[src/rtl/atomic_rmw_pkg.sv]
package atomic_rmw_pkg;

   typedef enum logic [2:0] {
      AMO_ADD  = 3'd0,
      AMO_OR   = 3'd1,
      AMO_AND  = 3'd2,
      AMO_XOR  = 3'd3,
      AMO_XCHG = 3'd4,
      AMO_CMPX = 3'd5
   } amo_op_e;

   typedef struct packed {
      amo_op_e op;
      logic    fetch;
      logic    legal;
   } amo_dec_t;

   localparam logic [3:0] SEL_ADD  = 4'h0;
   localparam logic [3:0] SEL_OR   = 4'h4;
   localparam logic [3:0] SEL_AND  = 4'h5;
   localparam logic [3:0] SEL_XOR  = 4'ha;
   localparam logic [3:0] SEL_XCHG = 4'he;
   localparam logic [3:0] SEL_CMPX = 4'hf;

   localparam logic [1:0] SIZE_4B = 2'b00;
   localparam logic [1:0] SIZE_8B = 2'b11;

endpackage

[src/rtl/atomic_rmw_decode.sv]
module atomic_rmw_decode
   import atomic_rmw_pkg::*;
#(
   parameter int IMM_W = 32
) (
   input  logic [IMM_W-1:0] imm,
   input  logic [1:0]       size,
   output amo_dec_t         dec,
   output logic             size_ok,
   output logic             wide
);

   logic [3:0] sel;
   logic       fbit;
   logic       pad_zero;

   assign sel      = imm[7:4];
   assign fbit     = imm[0];
   assign pad_zero = (imm[IMM_W-1:8] == '0) && (imm[3:1] == 3'b000);

   always_comb begin
      dec.op    = AMO_ADD;
      dec.fetch = fbit;
      dec.legal = 1'b0;
      unique case (sel)
         SEL_ADD:  begin dec.op = AMO_ADD;  dec.legal = pad_zero; end
         SEL_OR:   begin dec.op = AMO_OR;   dec.legal = pad_zero; end
         SEL_AND:  begin dec.op = AMO_AND;  dec.legal = pad_zero; end
         SEL_XOR:  begin dec.op = AMO_XOR;  dec.legal = pad_zero; end
         SEL_XCHG: begin dec.op = AMO_XCHG; dec.legal = pad_zero && fbit; end
         SEL_CMPX: begin dec.op = AMO_CMPX; dec.legal = pad_zero && fbit; end
         default:  begin dec.op = AMO_ADD;  dec.legal = 1'b0; end
      endcase
   end

   assign size_ok = (size == SIZE_4B) || (size == SIZE_8B);
   assign wide    = (size == SIZE_8B);

   always_comb begin
      if (dec.legal && (dec.op == AMO_XCHG || dec.op == AMO_CMPX))
         assert (dec.fetch) else $error("a_r2_swap_needs_fetch");
   end

endmodule

[src/rtl/atomic_rmw_alu.sv]
module atomic_rmw_alu
   import atomic_rmw_pkg::*;
#(
   parameter int XLEN = 64
) (
   input  amo_op_e         op,
   input  logic            wide,
   input  logic [XLEN-1:0] old_val,
   input  logic [XLEN-1:0] src,
   input  logic [XLEN-1:0] r0,
   input  logic [XLEN-1:0] rd_raw,
   output logic [XLEN-1:0] new_val,
   output logic [XLEN-1:0] rd_ext,
   output logic            rd_match
);

   localparam int LANES      = XLEN / 8;
   localparam int HALF_LANES = LANES / 2;

   logic [XLEN-1:0] lane_mask;
   logic [XLEN-1:0] result;

   for (genvar g = 0; g < LANES; g++) begin : g_lane
      if (g < HALF_LANES) begin : g_low
         assign lane_mask[g*8 +: 8] = 8'hFF;
      end else begin : g_high
         assign lane_mask[g*8 +: 8] = {8{wide}};
      end
   end

   assign rd_ext   = rd_raw & lane_mask;
   assign rd_match = (rd_ext == (r0 & lane_mask));

   always_comb begin
      unique case (op)
         AMO_ADD:  result = old_val + src;
         AMO_OR:   result = old_val | src;
         AMO_AND:  result = old_val & src;
         AMO_XOR:  result = old_val ^ src;
         default:  result = src;
      endcase
   end

   assign new_val = result & lane_mask;

endmodule

[src/rtl/atomic_rmw_ctrl.sv]
module atomic_rmw_ctrl
   import atomic_rmw_pkg::*;
#(
   parameter int XLEN = 64,
   parameter int AW   = 8
) (
   input  logic            clk,
   input  logic            rst_n,
   input  logic            req_valid,
   output logic            req_ready,
   input  amo_dec_t        dec,
   input  logic            size_ok,
   input  logic            wide_in,
   input  logic [AW-1:0]   req_addr,
   input  logic [XLEN-1:0] req_src,
   input  logic [XLEN-1:0] req_r0,
   input  logic            mem_gnt,
   input  logic            mem_rvalid,
   input  logic [XLEN-1:0] rd_ext,
   input  logic            rd_match,
   input  logic [XLEN-1:0] new_val,
   output amo_op_e         op_q,
   output logic            wide_q,
   output logic [XLEN-1:0] src_q,
   output logic [XLEN-1:0] r0_q,
   output logic [XLEN-1:0] old_q,
   output logic            mem_req,
   output logic            mem_we,
   output logic            mem_wide,
   output logic            mem_lock,
   output logic [AW-1:0]   mem_addr,
   output logic [XLEN-1:0] mem_wdata,
   output logic            wb_valid,
   output logic            wb_to_r0,
   output logic [XLEN-1:0] wb_data,
   output logic            done,
   output logic            illegal
);

   localparam int HALF = XLEN / 2;

   typedef enum logic [2:0] {
      ST_IDLE, ST_RREQ, ST_RWAIT, ST_WREQ, ST_FIN, ST_ILL
   } st_e;

   st_e           state;
   logic          fetch_q;
   logic [AW-1:0] addr_q;
   logic          accept;

   assign accept = req_valid && (state == ST_IDLE);

   always_ff @(posedge clk) begin
      if (!rst_n) begin
         state   <= ST_IDLE;
         op_q    <= AMO_ADD;
         fetch_q <= 1'b0;
         wide_q  <= 1'b0;
         addr_q  <= '0;
         src_q   <= '0;
         r0_q    <= '0;
         old_q   <= '0;
      end else begin
         unique case (state)
            ST_IDLE: if (accept) begin
               if (dec.legal && size_ok) begin
                  state   <= ST_RREQ;
                  op_q    <= dec.op;
                  fetch_q <= dec.fetch;
                  wide_q  <= wide_in;
                  addr_q  <= req_addr;
                  src_q   <= req_src;
                  r0_q    <= req_r0;
               end else begin
                  state <= ST_ILL;
               end
            end
            ST_RREQ:  if (mem_gnt) state <= ST_RWAIT;
            ST_RWAIT: if (mem_rvalid) begin
               old_q <= rd_ext;
               state <= (op_q == AMO_CMPX && !rd_match) ? ST_FIN : ST_WREQ;
            end
            ST_WREQ:  if (mem_gnt) state <= ST_FIN;
            default:  state <= ST_IDLE;
         endcase
      end
   end

   assign req_ready = (state == ST_IDLE);
   assign mem_req   = (state == ST_RREQ) || (state == ST_WREQ);
   assign mem_we    = (state == ST_WREQ);
   assign mem_lock  = (state == ST_RREQ) || (state == ST_RWAIT) || (state == ST_WREQ);
   assign mem_wide  = wide_q;
   assign mem_addr  = addr_q;
   assign mem_wdata = new_val;
   assign done      = (state == ST_FIN);
   assign illegal   = (state == ST_ILL);
   assign wb_valid  = done && fetch_q;
   assign wb_to_r0  = (op_q == AMO_CMPX);
   assign wb_data   = old_q;

   a_r8_lock_on_req: assert property (@(posedge clk) disable iff (!rst_n)
      mem_req |-> mem_lock);
   a_r8_no_accept_locked: assert property (@(posedge clk) disable iff (!rst_n)
      mem_lock |-> !req_ready);
   a_r8_lock_starts_read: assert property (@(posedge clk) disable iff (!rst_n)
      $rose(mem_lock) |-> (mem_req && !mem_we));
   a_r9_done_pulse: assert property (@(posedge clk) disable iff (!rst_n)
      done |=> !done);
   a_r9_wb_with_done: assert property (@(posedge clk) disable iff (!rst_n)
      wb_valid |-> done);
   a_r1_illegal_quiet: assert property (@(posedge clk) disable iff (!rst_n)
      illegal |-> (!mem_req && !mem_lock && !done));
   a_r10_hold: assert property (@(posedge clk) disable iff (!rst_n)
      (mem_req && !mem_gnt) |=> (mem_req && $stable(mem_addr) && $stable(mem_we)
                                 && $stable(mem_wdata)));
   a_r7_narrow_upper: assert property (@(posedge clk) disable iff (!rst_n)
      (mem_req && mem_we && !mem_wide) |-> (mem_wdata[XLEN-1:HALF] == '0));
   a_r7_narrow_wb: assert property (@(posedge clk) disable iff (!rst_n)
      (wb_valid && !mem_wide) |-> (wb_data[XLEN-1:HALF] == '0));

endmodule

[src/rtl/atomic_rmw_unit.sv]
module atomic_rmw_unit
   import atomic_rmw_pkg::*;
#(
   parameter int XLEN  = 64,
   parameter int AW    = 8,
   parameter int IMM_W = 32
) (
   input  logic             clk,
   input  logic             rst_n,
   input  logic             req_valid,
   output logic             req_ready,
   input  logic [1:0]       req_size,
   input  logic [IMM_W-1:0] req_imm,
   input  logic [AW-1:0]    req_addr,
   input  logic [XLEN-1:0]  req_src,
   input  logic [XLEN-1:0]  req_r0,
   output logic             mem_req,
   output logic             mem_we,
   output logic             mem_wide,
   output logic             mem_lock,
   output logic [AW-1:0]    mem_addr,
   output logic [XLEN-1:0]  mem_wdata,
   input  logic             mem_gnt,
   input  logic             mem_rvalid,
   input  logic [XLEN-1:0]  mem_rdata,
   output logic             wb_valid,
   output logic             wb_to_r0,
   output logic [XLEN-1:0]  wb_data,
   output logic             done,
   output logic             illegal
);

   initial begin : p_param_check
      assert (XLEN >= 16 && XLEN % 16 == 0) else $error("XLEN must be a multiple of 16");
      assert (IMM_W >= 9) else $error("IMM_W must exceed 8");
      assert (AW >= 1) else $error("AW must be positive");
   end

   amo_dec_t        dec;
   logic            size_ok;
   logic            wide_in;
   amo_op_e         op_q;
   logic            wide_q;
   logic [XLEN-1:0] src_q;
   logic [XLEN-1:0] r0_q;
   logic [XLEN-1:0] old_q;
   logic [XLEN-1:0] new_val;
   logic [XLEN-1:0] rd_ext;
   logic            rd_match;

   atomic_rmw_decode #(.IMM_W(IMM_W)) u_decode (
      .imm     (req_imm),
      .size    (req_size),
      .dec     (dec),
      .size_ok (size_ok),
      .wide    (wide_in)
   );

   atomic_rmw_alu #(.XLEN(XLEN)) u_alu (
      .op       (op_q),
      .wide     (wide_q),
      .old_val  (old_q),
      .src      (src_q),
      .r0       (r0_q),
      .rd_raw   (mem_rdata),
      .new_val  (new_val),
      .rd_ext   (rd_ext),
      .rd_match (rd_match)
   );

   atomic_rmw_ctrl #(.XLEN(XLEN), .AW(AW)) u_ctrl (
      .clk        (clk),
      .rst_n      (rst_n),
      .req_valid  (req_valid),
      .req_ready  (req_ready),
      .dec        (dec),
      .size_ok    (size_ok),
      .wide_in    (wide_in),
      .req_addr   (req_addr),
      .req_src    (req_src),
      .req_r0     (req_r0),
      .mem_gnt    (mem_gnt),
      .mem_rvalid (mem_rvalid),
      .rd_ext     (rd_ext),
      .rd_match   (rd_match),
      .new_val    (new_val),
      .op_q       (op_q),
      .wide_q     (wide_q),
      .src_q      (src_q),
      .r0_q       (r0_q),
      .old_q      (old_q),
      .mem_req    (mem_req),
      .mem_we     (mem_we),
      .mem_wide   (mem_wide),
      .mem_lock   (mem_lock),
      .mem_addr   (mem_addr),
      .mem_wdata  (mem_wdata),
      .wb_valid   (wb_valid),
      .wb_to_r0   (wb_to_r0),
      .wb_data    (wb_data),
      .done       (done),
      .illegal    (illegal)
   );

endmodule

[config.mk]
export PLATFORM = sky130hd
export DESIGN_NAME = atomic_rmw_unit
export DESIGN_NICKNAME = d
export VERILOG_FILES = /design/src/rtl/atomic_rmw_pkg.sv /design/src/rtl/atomic_rmw_decode.sv /design/src/rtl/atomic_rmw_alu.sv /design/src/rtl/atomic_rmw_ctrl.sv /design/src/rtl/atomic_rmw_unit.sv
export SDC_FILE = /design/constraint.sdc
export NUM_CORES = 1
export LEC_CHECK = 0
export BUFFER_PORTS_ARGS = -buffer_cell sky130_fd_sc_hd__buf_4
export CORE_MARGIN = 1
export CORE_UTILIZATION = 40
export CTS_CLUSTER_SIZE = 24
export DETAILED_ROUTE_END_ITERATION = 10
export GPL_TIMING_DRIVEN = 1
export HOLD_SLACK_MARGIN = 0.05
export SYNTH_ARGS = -nofsm -noshare
export SYNTH_HDL_FRONTEND = slang
export SYNTH_SLANG_ARGS = --single-unit
[constraint.sdc]
create_clock -name clk -period 9.54 [get_ports clk]
set_input_delay 0.477 -clock clk [delete_from_list [all_inputs] [get_ports clk]]
set_output_delay 0.477 -clock clk [all_outputs]
set_load 0.02 [all_outputs]
==> results of run 1 <==
## metal layers
metal / vias up / share of wire (%) / global-route usage, %
met4: 0 / 2.0 / 5.86
met2: 514 / 45 / 46.1
met5: - / 0 / 0
li1: 7667 / - / -
met1: 7506 / 46 / 39.9
met3: 67 / 6.8 / 5.97
## registers in the layout, summed over array words and instances (netlist names)
register	count
u_ctrl.op_q	3
u_ctrl.mem_wide	1
u_ctrl.state	3
u_ctrl.fetch_q	1
u_ctrl.mem_addr	8
u_ctrl.src_q	64
u_ctrl.r0_q	64
u_ctrl.old_q	64
## power breakdown
part | internal [mW] | total [mW] | leakage, nW | switching, mW
sequential | 0.885 | 0.915 | 1.68 | 0.0297
clock | 0.581 | 1.00 | 0.417 | 0.423
combinational | 0.179 | 0.392 | 6.07 | 0.213
total | 1.64 | 2.31 | 8.17 | 0.666
## layout make-up
class | instances | area share, %
sequential | 208 | 21.1
tap | 518 | 3.28
antenna | 1 | 0.0127
clock buffer | 42 | 3.90
inverter | 204 | 3.87
clock inverter | 6 | 0.424
multi-input combinational | 1538 | 52.3
timing repair buffer | 398 | 15.1
## critical path, stage by stage, from the launching register on
cell and delay [ns]:
dfxtp_1 0.46, ha_1 0.25, inv_1 0.07, fa_1 0.41, nor2b_1 0.20, o2111ai_1 0.15, a21o_1 0.26, o211ai_1 0.44
a311oi_1 0.28, o21ai_1 0.24, a21oi_1 0.17, o41ai_1 0.46, xnor2_1 0.17, nand2_1 0.07, a221oi_1 0.31, buf_4 0.21
## cells by family after synthesis
kind of cell,after synthesis
DFF,208
buffers and inverters,334
adders and majority gates,130
xor gates and xnor gates,123
muxes,73
and+or+nand+nor,658
AOI/OAI and AO/OA,554
## cells in the mapped netlist (7+ instances only)
cell type,n,area [um2]
a222oi_1,13,130
ha_1,129,1610
xor2_1,76,666
mux4_2,18,405
nand3_1,44,220
o21bai_1,15,113
o31ai_1,9,67.6
a32o_1,7,70.1
nor2b_1,9,56.3
o211ai_1,13,97.6
a21o_1,26,195
o21ai_0,66,330
nand4_1,25,156
dfxtp_1,208,4160
mux2i_1,53,531
a22o_1,12,105
nor3_1,12,60.1
inv_1,204,766
a211oi_1,15,113
nor4_1,25,156
buf_1,10,37.5
clkbuf_1,116,435
a221o_1,8,80.1
xnor2_1,47,412
a21oi_1,106,531
nor2_1,58,218
a31oi_1,8,50.1
nand2_1,460,1730
a21boi_0,205,1540
## per-stage QoR
stage | util, % | worst slack, ns
2_1_floorplan | - | 5.59
4_1_cts | 51.0 | 4.33
5_1_grt | 51.0 | 4.12
3_5_place_dp | 48.8 | 4.96
6_report | 51.0 | 4.33
3_3_place_gp | 48.8 | 4.92
## final timing paths
kind	from	slack, ns	endpoint	cells after the start
worst max-delay path	u_ctrl.old_q[0]	4.33	mem_wdata[62]	15
worst min-delay path	req_r0[61]	0.16	u_ctrl.r0_q[61]	3
worst max register to register	u_ctrl.op_q[2]	6.30	u_ctrl.state[2]	7
worst min register to register	u_ctrl.mem_addr[2]	0.47	u_ctrl.mem_addr[2]	2
==> results.md, run 1 <==
* Run status: completed
* Placed insts at 2866
* First-pass GRT wire length at a little over 90000 um
* CTS tree: yes
* Crit path DAT at between 4 and 5 ns
* Via count at around 16k
* Full die area at 0.0402 mm2
* Final WL at 59600 um
* Maxcap violations at 0
* Tmin final at about 5.2 ns
* Final period util at between 50% and 60%
* Clock sink count at ~210
* Register clock-pin slew on the reported worst setup and hold paths at about 0.060 ns
* Layout area overhead at 25.5%
* ANT nets after route at 0
* Detail Placement HPWL at approximately 45000 um
* DR iter-0 viols at between 1k and 1.5k
* NumNets Final at 2745
* #FFs+latches synth at about 210
* Slew headroom at between 20% and 30%
* Fill count at a little under 4k
* Fmax at about 190 MHz
* Worst Tran Pin Value at roughly 1.1 ns
* Post-synthesis xor/xnor area fraction at between 6 and 7%
* Syn Nets at between 2k and 2.5k
* Critical Path Fanout Max at 4
* Worst Path Required at 9.06 ns
* Hold bufs inserted after CTS at 0
* Share of cells above drive strength 1 at 20.1%
* Grt ovf at 0
* FP Rows at 72
* Mux cell area share after synthesis at 6.08%
* Simple-Gate Fraction of Synth Area at between 10% and 20%
* Fin Setup TNS at 0 ns
* Wirelength per Cell at 20.4 um
* CP Class: reg -> out
* Cell area after synthesis at 0.0158 mm2
* Core box area at ~0.039 mm2
* IO Pins at approximately 380
* Main combinational cell family by area after synthesis: compound AO/OA/AOI/OAI gates
* RSZ-0062 raised after global routing: false
* Clk_lat worst skew at 0.57 ns
* Max IR drop VDD at approximately 130 uV
* Pwr/cell area at between 100 and 150 mW/mm2
* Total Power at around 2.3 mW
* EDFF count, synth at 0
* Largest net degree at the start of global routing at between 100 and 150
* Via/cell ratio at ~5.4
* Commonest non-fill, non-tap cell in the layout: nand2_1
* Final hold slack at ~0.16 ns
* Initial Util at between 40% and 50%
* Seq/Total Area, Yosys at between 20% and 30%
* Compound-Gate Fraction of Synth Area at between 20% and 30%
* Final cell count without fillers at approximately 2.9k
* Placed cell area at between 0.015 and 0.02 mm2
* Static leakage at between 8 and 9 nW
* Number of port buffers at 383
* DRC Markers at 0
* CP Launch Type: register
* Max H-tree Level at 1
* Crit path capture type: output port
* Post-Syn Instances at 2080
* Register area at approximately 0.0042 mm2
* Main synth FF type: dfxtp_1
* Fin. Hold Viols at 0
* Post-route cell area at slightly below 0.02 mm2
* Async SR Flop Fraction at 0%
* HP Class: in -> reg
* Die height at approximately 200 um
* Commonest cells after routing, fill and taps aside: nand2_1, buf_4, dfxtp_1
* Number of detailed-route iterations in the first pass at 6
* Die X at between 200 and 250 um
* CTS buffer count at 26
* Number of global-route vias before repair at between 15k and 20k
* Post-Synth Adder-Cell Area at approximately 10%
* Warnings from Yosys at 0
* Post-CTS Setup Inserts at 0
* Gr usage total at roughly 29%
* Average size of a mapped cell at around 7.6 um2
* Initial antenna violation count at 1
* CTS resizes at 0
* Area occupied by multi-input gates at 0.0103 mm2
* Root buffer cell: clkbuf_16
* Clock buffer depth at 3
* Clock Skew at between 0.01 and 0.015 ns
* GP Congestion at between 0.9 and 1
* Setup violators final at 0
* Distinct cells, synth at 71
* Slew Limit Fails at 0
Power figures use the tool's default switching activity.
==> run 2, diff against run 1 <==
Settings changed: ABC_AREA set to 1.
Clock period 9.54 ns to 4.25 ns, I/O delays scaled along.
==> run 2 against run 1 <==
  * Setup slack got worse by 4.2 ns
  * Final area increased by 18%
  * Register-to-register slack got worse by 4.7 ns
  * Power increased to 2.6 times the previous value
  * Combinational power increased to 4.3 times the previous value
  * Count of clock-buffer cells in the layout decreased by 5
  * Die area increased by 11%
  * Synthesized cell count increased by 43%
  * Sequential share of layout area decreased by 3.2 points
  * Final cell count increased by 39%
  * Clock skew increased by 0.0037 ns
==> results.md, run 2 <==
* Post-Syn Instances at 2968 (+43%)
* Clk_lat worst skew at 0.59 ns (+0.02 ns)
* Slowest stage delay, CP at 0.41 ns (-0.05 ns)
* RR Endpoint: u_ctrl.r0_q[56]
* Logic pwr share at 28.0% (+11 points)
* Reg2reg path depth at 9 (+2)
* Commonest cells after routing, fill and taps aside: nand2_1, inv_1, nor2_1
* ANT nets after route at 0 (unchanged)
* Clock Skew at 0.0154 ns (+0.00367 ns)
* Top Registers: u_ctrl.old_q (64), u_ctrl.r0_q (64), u_ctrl.src_q (64)
* Crit path DAT at 3.86 ns (-0.88 ns)
* Post-CTS Setup Inserts at 0 (unchanged)
* EDFF count, synth at 0 (unchanged)
* IO Pins at 384 (unchanged)
* Max IR drop VDD at 296 uV (+140%)
* Gr usage total at 37.0% (+8.2 points)
* First-pass GRT wire length at 124000 um (+37%)
* Syn Nets at 3337 (+36%)
* Tmin final at 4.07 ns
* GP Congestion at 1.03 (+13%)
* Final period util at around 96%
* Largest net degree at the start of global routing at 141 (+21%)
* DR iter-0 viols at 2136 (+95%)
* Max H-tree Level at 1 (unchanged)
* Grt ovf at 0 (unchanged)
* DRC Markers at 0 (unchanged)
* Switching Share at 33.8% (+5.0 points)
* Average size of a mapped cell at 5.89 um2 (-22%)
* Full die area at 0.0446 mm2 (+11%)
* Fmax at about 250 MHz
* Cell mode on critical path: nand3_1
* Slew Limit Fails at 0 (unchanged)
* Final WL at 84600 um (+42%)
* Core box area at 0.0431 mm2 (+11%)
* Fin. Hold Viols at 0 (unchanged)
* Cell-internal power at 4.00 mW (+140%)
* Reg power frac at 35.3% (-4.3 points)
* Run status: completed
* HP Class: in -> reg
* Reg2reg start: u_ctrl.state[1]
* CTS tree: yes
* Setup violators final at 0 (unchanged)
* Post-synth top cells: nand2_1, inv_1, nor2_1
* NumNets Final at 3830 (+40%)
* Initial Util at 40.6% (-0.067 points)
* Share of cells above drive strength 1 at 13.5% (-6.6 points)
* Cell taking the most area after synthesis: dfxtp_1
* Worst Tran Pin Value at 0.991 ns (-0.0977 ns)
* Worst setup endpoint: mem_wdata[44]
* Main synth FF type: dfxtp_1
* Number of port buffers at 383 (unchanged)
* Die X at 211 um (+5.3%)
* Clock sink count at 208 (unchanged)
* Via count at 21.6k (+37%)
* Distinct cells, synth at 42 (-41%)
* CP Class: reg -> out
* R2R setup slack at 1.61 ns (-4.69 ns)
* Root buffer cell: clkbuf_16
* Number of detailed-route iterations in the first pass at 7 (+1)
* Commonest non-fill, non-tap cell in the layout: nand2_1
* Crit-path slowest cell: dfxtp_1
* Placed insts at 3847 (+34%)
* Clock buffer depth at 3 (unchanged)
* Static leakage at 11.5 nW (+41%)
* Net Switching at 2.04 mW (+210%)
* Slew headroom at 33.2% (+5.9 points)
* Seq/Total Area, Yosys at 23.8% (-2.6 points)
* Detail Placement HPWL at 65000 um (+45%)
* Die height at 211 um (+5.3%)
* RSZ-0062 raised after global routing: false
* Critical Path Fanout Max at 5 (+1)
* Maxcap violations at 0 (unchanged)
* Crit path capture type: output port
* FP Rows at 76 (+5.6%)
* Final cell count without fillers at 4065 (+39%)
* #FFs+latches synth at 208 (unchanged)
* Total Power at 6.04 mW (+160%)
* Initial antenna violation count at 5 (+4)
* Async SR Flop Fraction at 0% (unchanged)
* Worst Path Required at 4.04 ns (-5.02 ns)
* Synth top area cells: dfxtp_1, nand2_1, inv_1, nor2_1, ha_1
* CP cell instances: ha_2 > inv_1 > fa_1 > inv_1 > nand3_1 > nand2_2 > nand3_1 > nand3b_1 > nand2_1 > nand2_2 > nand2_1 > nand3_1 > nand3_1 > a21oi_1 > buf_4
* Layout area overhead at 33.0%
* Fin Setup TNS at 0 ns (unchanged)
* Warnings from Yosys at 0 (unchanged)
* Worst Setup SP: u_ctrl.src_q[0]
* CTS buffer count at 25 (-3.8%)
* Cell area after synthesis at 0.0175 mm2 (+11%)
* Power share of the clock group at 36.7% (-6.7 points)
* Via/cell ratio at 5.31 (-1.7%)
* Top-area cell type share of the netlist area at 23.8% (-2.6 points)
* Most common cell in the netlist: nand2_1
* Wirelength per Cell at 20.8 um (+1.9%)
* Register clock-pin slew on the reported worst setup and hold paths at 0.06 ns (about the same)
* Pwr/cell area at 260 mW/mm2 (+120%)
* CP Launch Type: register
* Number of global-route vias before repair at 20.3k (+32%)
## run 2: power groups by stage
| stage | clock network [mW] | registers [mW] | logic, mW |
|---|---|---|---|
| finish | 2.22 | 2.13 | 1.69 |
| global route | 2.30 | 2.14 | 1.80 |
| CTS | 2.24 | 2.13 | 1.65 |
| detailed placement | 0 | 2.17 | 1.52 |
| global placement | 0 | 2.16 | 1.51 |
| floorplan | 0 | 2.25 | 0.678 |
## run 2: how the worst min path moves through the flow
stage | startpoint | endpoint | slack, ns | depth (start not counted)
floorplan | req_src[10] | u_ctrl.src_q[10] | 0.35 | 2
global placement | req_src[15] | u_ctrl.src_q[15] | 0.43 | 3
detailed placement | req_r0[60] | u_ctrl.r0_q[60] | 0.44 | 3
CTS | mem_rdata[60] | u_ctrl.old_q[60] | 0.05 | 5
global route | mem_rdata[25] | u_ctrl.old_q[25] | 0.09 | 3
finish | mem_rdata[48] | u_ctrl.old_q[48] | 0.08 | 5
## run 2: cell families after synthesis
logic type	Yosys count	share of synthesized area (%)
AO/OA/AOI/OAI	571	18.1
AND/OR/NAND/NOR	1381	31.5
buffers and inverters	621	14.3
adder cells (fa/ha/maj)	130	9.34
XOR/XNOR	57	2.85
flip-flops	208	23.8
## run 2: repair_timing
| action | CTS | global route |
|---|---|---|
| hold buffers | 172 | 0 |
| resized for setup | 1 | 3 |
| cloned | 0 | 0 |
| setup endpoints to repair | 2 | 5 |
| hold endpoints to repair | 171 | 0 |
## run 2: cell type report
class / count / area [um2]
Timing Repair Buffer: 580 / 4800
Clock buffer: 37 / 741
Clock inverter: 7 / 75.1
Tap cell: 585 / 732
Fill cell: 4425 / 19800
Multi-Input combinational cell: 2139 / 10800
Antenna cell: 2 / 5.00
Inverter: 507 / 1910
Sequential cell: 208 / 4170
## run 2: through the flow
stage	utilization (%)	hold slack, ns	setup WS (ns)	area [um2]
global placement	48.1	0.433	0.543	20700
finish	54.0	0.0786	0.175	23300
detailed placement	48.1	0.437	0.574	20700
floorplan	-	0.347	1.68	17500
global route	54.0	0.0889	0.0551	23300
CTS	54.0	0.0508	0.0346	23300
## run 2: routing by layer
metal / part of all wire [%] / GRT usage, %
met5: 0.028 / 0
met4: 4.3 / 13.9
met3: 9.1 / 7.45
met2: 42 / 55.2
met1: 45 / 52.0
## run 2: critical path: cells and delay by family (launching register included)
| family | cells | cell delay (ns) |
|---|---|---|
| AO/OA/AOI/OAI | 1 | 0.18 |
| AND/OR/NAND/NOR | 9 | 1.46 |
| adder cells (fa/ha/maj) | 2 | 0.71 |
| flip-flops | 1 | 0.41 |
| buffers and inverters | 3 | 0.53 |
==> run 3, diff against run 2 <==
Settings changed: GPL_TIMING_DRIVEN 1 to not set, REMOVE_ABC_BUFFERS set to 1.
==> run 3 against run 2 <==
  * Combinational power shrank 7%
  * Final area increased by 0.55%
  * Highest routed layer is now met4
  * Setup slack better by 0.081 ns
  * Die area is the same
  * Flip-flop and latch count is the same
  * Largest power group unchanged
  * Sequential share of layout area fell by 0.099 points
  * Power is 2.9% lower
  * Largest cell class unchanged
  * Clock skew rose by 0.0042 ns
  * Critical path depth unchanged
==> results.md, run 3 (synthesis gave the netlist of run 2 again) <==
* Max IR drop VDD at 360 uV (+21%)
* Wirelength per Cell at 17.8 um (-14%)
* Placed cell area at 0.0207 mm2 (about the same)
* HP Class: in -> reg
* Maxcap violations at 0 (unchanged)
* Post-route cell area at 0.0234 mm2 (+0.55%)
* CTS tree: yes
* Clk_lat worst skew at 0.57 ns (-0.02 ns)
* Worst Tran Pin Value at 0.931 ns (-0.0599 ns)
* Static leakage at 11.6 nW (+0.45%)
* Top Registers: u_ctrl.old_q (64), u_ctrl.r0_q (64), u_ctrl.src_q (64)
* Tmin final at 3.99 ns (-0.0809 ns)
* Full die area at 0.0446 mm2 (unchanged)
* Placed insts at 3845 (-0.052%)
* Final cell count without fillers at 4075 (+0.25%)
* Number of global-route vias before repair at 20.1k (-0.92%)
* Largest net degree at the start of global routing at 141 (unchanged)
* CP Launch Type: register
* Share of cells above drive strength 1 at 13.4% (-0.13 points)
* Gr usage total at 31.8% (-5.2 points)
* ANT nets after route at 0 (unchanged)
* Die X at 211 um (unchanged)
* Initial antenna violation count at 0 (-5)
* CP Class: reg -> out
* CTS buffer count at 24 (-4.0%)
* Pwr/cell area at 251 mW/mm2 (-3.4%)
* Final period util at 94.0% (-1.9 points)
* Crit path DAT at 3.78 ns (-0.08 ns)
* Root buffer cell: clkbuf_16
* Min-Delay Path Depth at 5 (unchanged)
* Register clock-pin slew on the reported worst setup and hold paths at 0.06 ns (about the same)
* Commonest non-fill, non-tap cell in the layout: nand2_1
* Fin. Hold Viols at 0 (unchanged)
* Via/cell ratio at 5.11 (-3.7%)
* Layout area overhead at 33.8%
* # diodes at 0 (-2)
* Core box area at 0.0431 mm2 (unchanged)
* NumNets Final at 3841 (+0.29%)
* Via count at 20.8k (-3.5%)
* R2R setup slack at 1.43 ns (-0.18 ns)
* Final WL at 72600 um (-14%)
* Clock sink count at 208 (unchanged)
* Critical Path Fanout Max at 5 (unchanged)
* DR iter-0 viols at 1521 (-29%)
* Clock Skew at 0.0196 ns (+0.00417 ns)
* RSZ-0062 raised after global routing: false
* Post-CTS Setup Inserts at 0 (unchanged)
* Clock buffer depth at 3 (unchanged)
* Commonest cells after routing, fill and taps aside: nand2_1, inv_1, nor2_1
* Number of port buffers at 383 (unchanged)
* Setup violators final at 0 (unchanged)
* Slew Limit Fails at 0 (unchanged)
* Fill count at 4366 (-1.3%)
* Final Util at 54.3% (+0.30 points)
* Slew headroom at 37.9% (+4.7 points)
* Reg2reg path depth at 11 (+2)
* Fmax at 250 MHz (+2.0%)
* Max H-tree Level at 1 (unchanged)
* First-pass GRT wire length at 111000 um (-11%)
* Run status: completed
* Crit path capture type: output port
* Worst Path Required at 4.04 ns (about the same)
* Die height at 211 um (unchanged)
* FP Rows at 76 (unchanged)
* Grt ovf at 0 (unchanged)
* Number of detailed-route iterations in the first pass at 5 (-2)
* Initial Util at 40.6% (unchanged)
* GP Congestion at 0.980 (-4.9%)
* IO Pins at 384 (unchanged)
* DRC Markers at 0 (unchanged)
* Detail Placement HPWL at 55000 um (-15%)
run 3: routing by layer:
layer	share of wire, %	vias up	GRT usage (%)
met4	2.0	0	6.82
met3	6.1	87	4.46
met2	46	701	53.4
met5	0	-	0
met1	46	9650	43.0
li1	-	10400	-
run 3: area by class of cell:
cell class | instances | area (um2) | share of cell area (%)
clock buffer | 32 | 692 | 2.96
clock inverter | 12 | 116 | 0.497
inverter | 507 | 1910 | 8.15
multi-input combinational | 2139 | 10800 | 46.3
sequential | 208 | 4170 | 17.8
tap | 585 | 732 | 3.13
timing repair buffer | 592 | 4950 | 21.1
run 3: worst paths after layout:
| kind | from | to |
|---|---|---|
| hold / removal | mem_rdata[58] | u_ctrl.old_q[58] |
| hold reg to reg | u_ctrl.op_q[0] | u_ctrl.op_q[0] |
| setup reg to reg | u_ctrl.mem_wide | u_ctrl.state[1] |
| setup / recovery | u_ctrl.src_q[0] | mem_wdata[56] |
run 3: metrics by stage:
stage / hold WS [ns] / worst slack, ns / setup TNS [ns] / total power [mW]
after global routing: 0.0838 / 0.0513 / 0 / 6.11
after global placement: 0.434 / 0.779 / 0 / 3.59
after CTS: 0.0508 / 0.161 / 0 / 5.88
after floorplan: 0.336 / -0.00615 / -0.00615 / 2.91
final: 0.0489 / 0.256 / 0 / 5.87
after detailed placement: 0.439 / 0.750 / 0 / 3.60
run 3: timing repair:
item / in CTS / in global routing
endpoints found under the setup margin: 0 / 2
hold buffers: 186 / 0
hold endpoints to repair: 185 / 0
gates resized for setup: 0 / 1
run 3: worst max-delay path, stage by stage (launching register included):
cell and delay, ns:
dfxtp_1 0.37, ha_2 0.31, inv_1 0.08, fa_1 0.38, inv_1 0.24, nand3_1 0.10, nand2_1 0.23, nand2_1 0.11
nand2_1 0.14, nand2_1 0.08, nand3_1 0.37, nand2_1 0.18, nand3_1 0.12, nand3_1 0.10, a21oi_1 0.23, buf_4 0.19
run 3: power breakdown:
part | leakage, nW | switching (mW) | total (mW) | internal (mW)
clock | 0.401 | 0.894 | 2.16 | 1.26
combinational | 9.49 | 0.886 | 1.58 | 0.699
sequential | 1.68 | 0.0865 | 2.13 | 2.04
total | 11.6 | 1.87 | 5.87 | 4.00
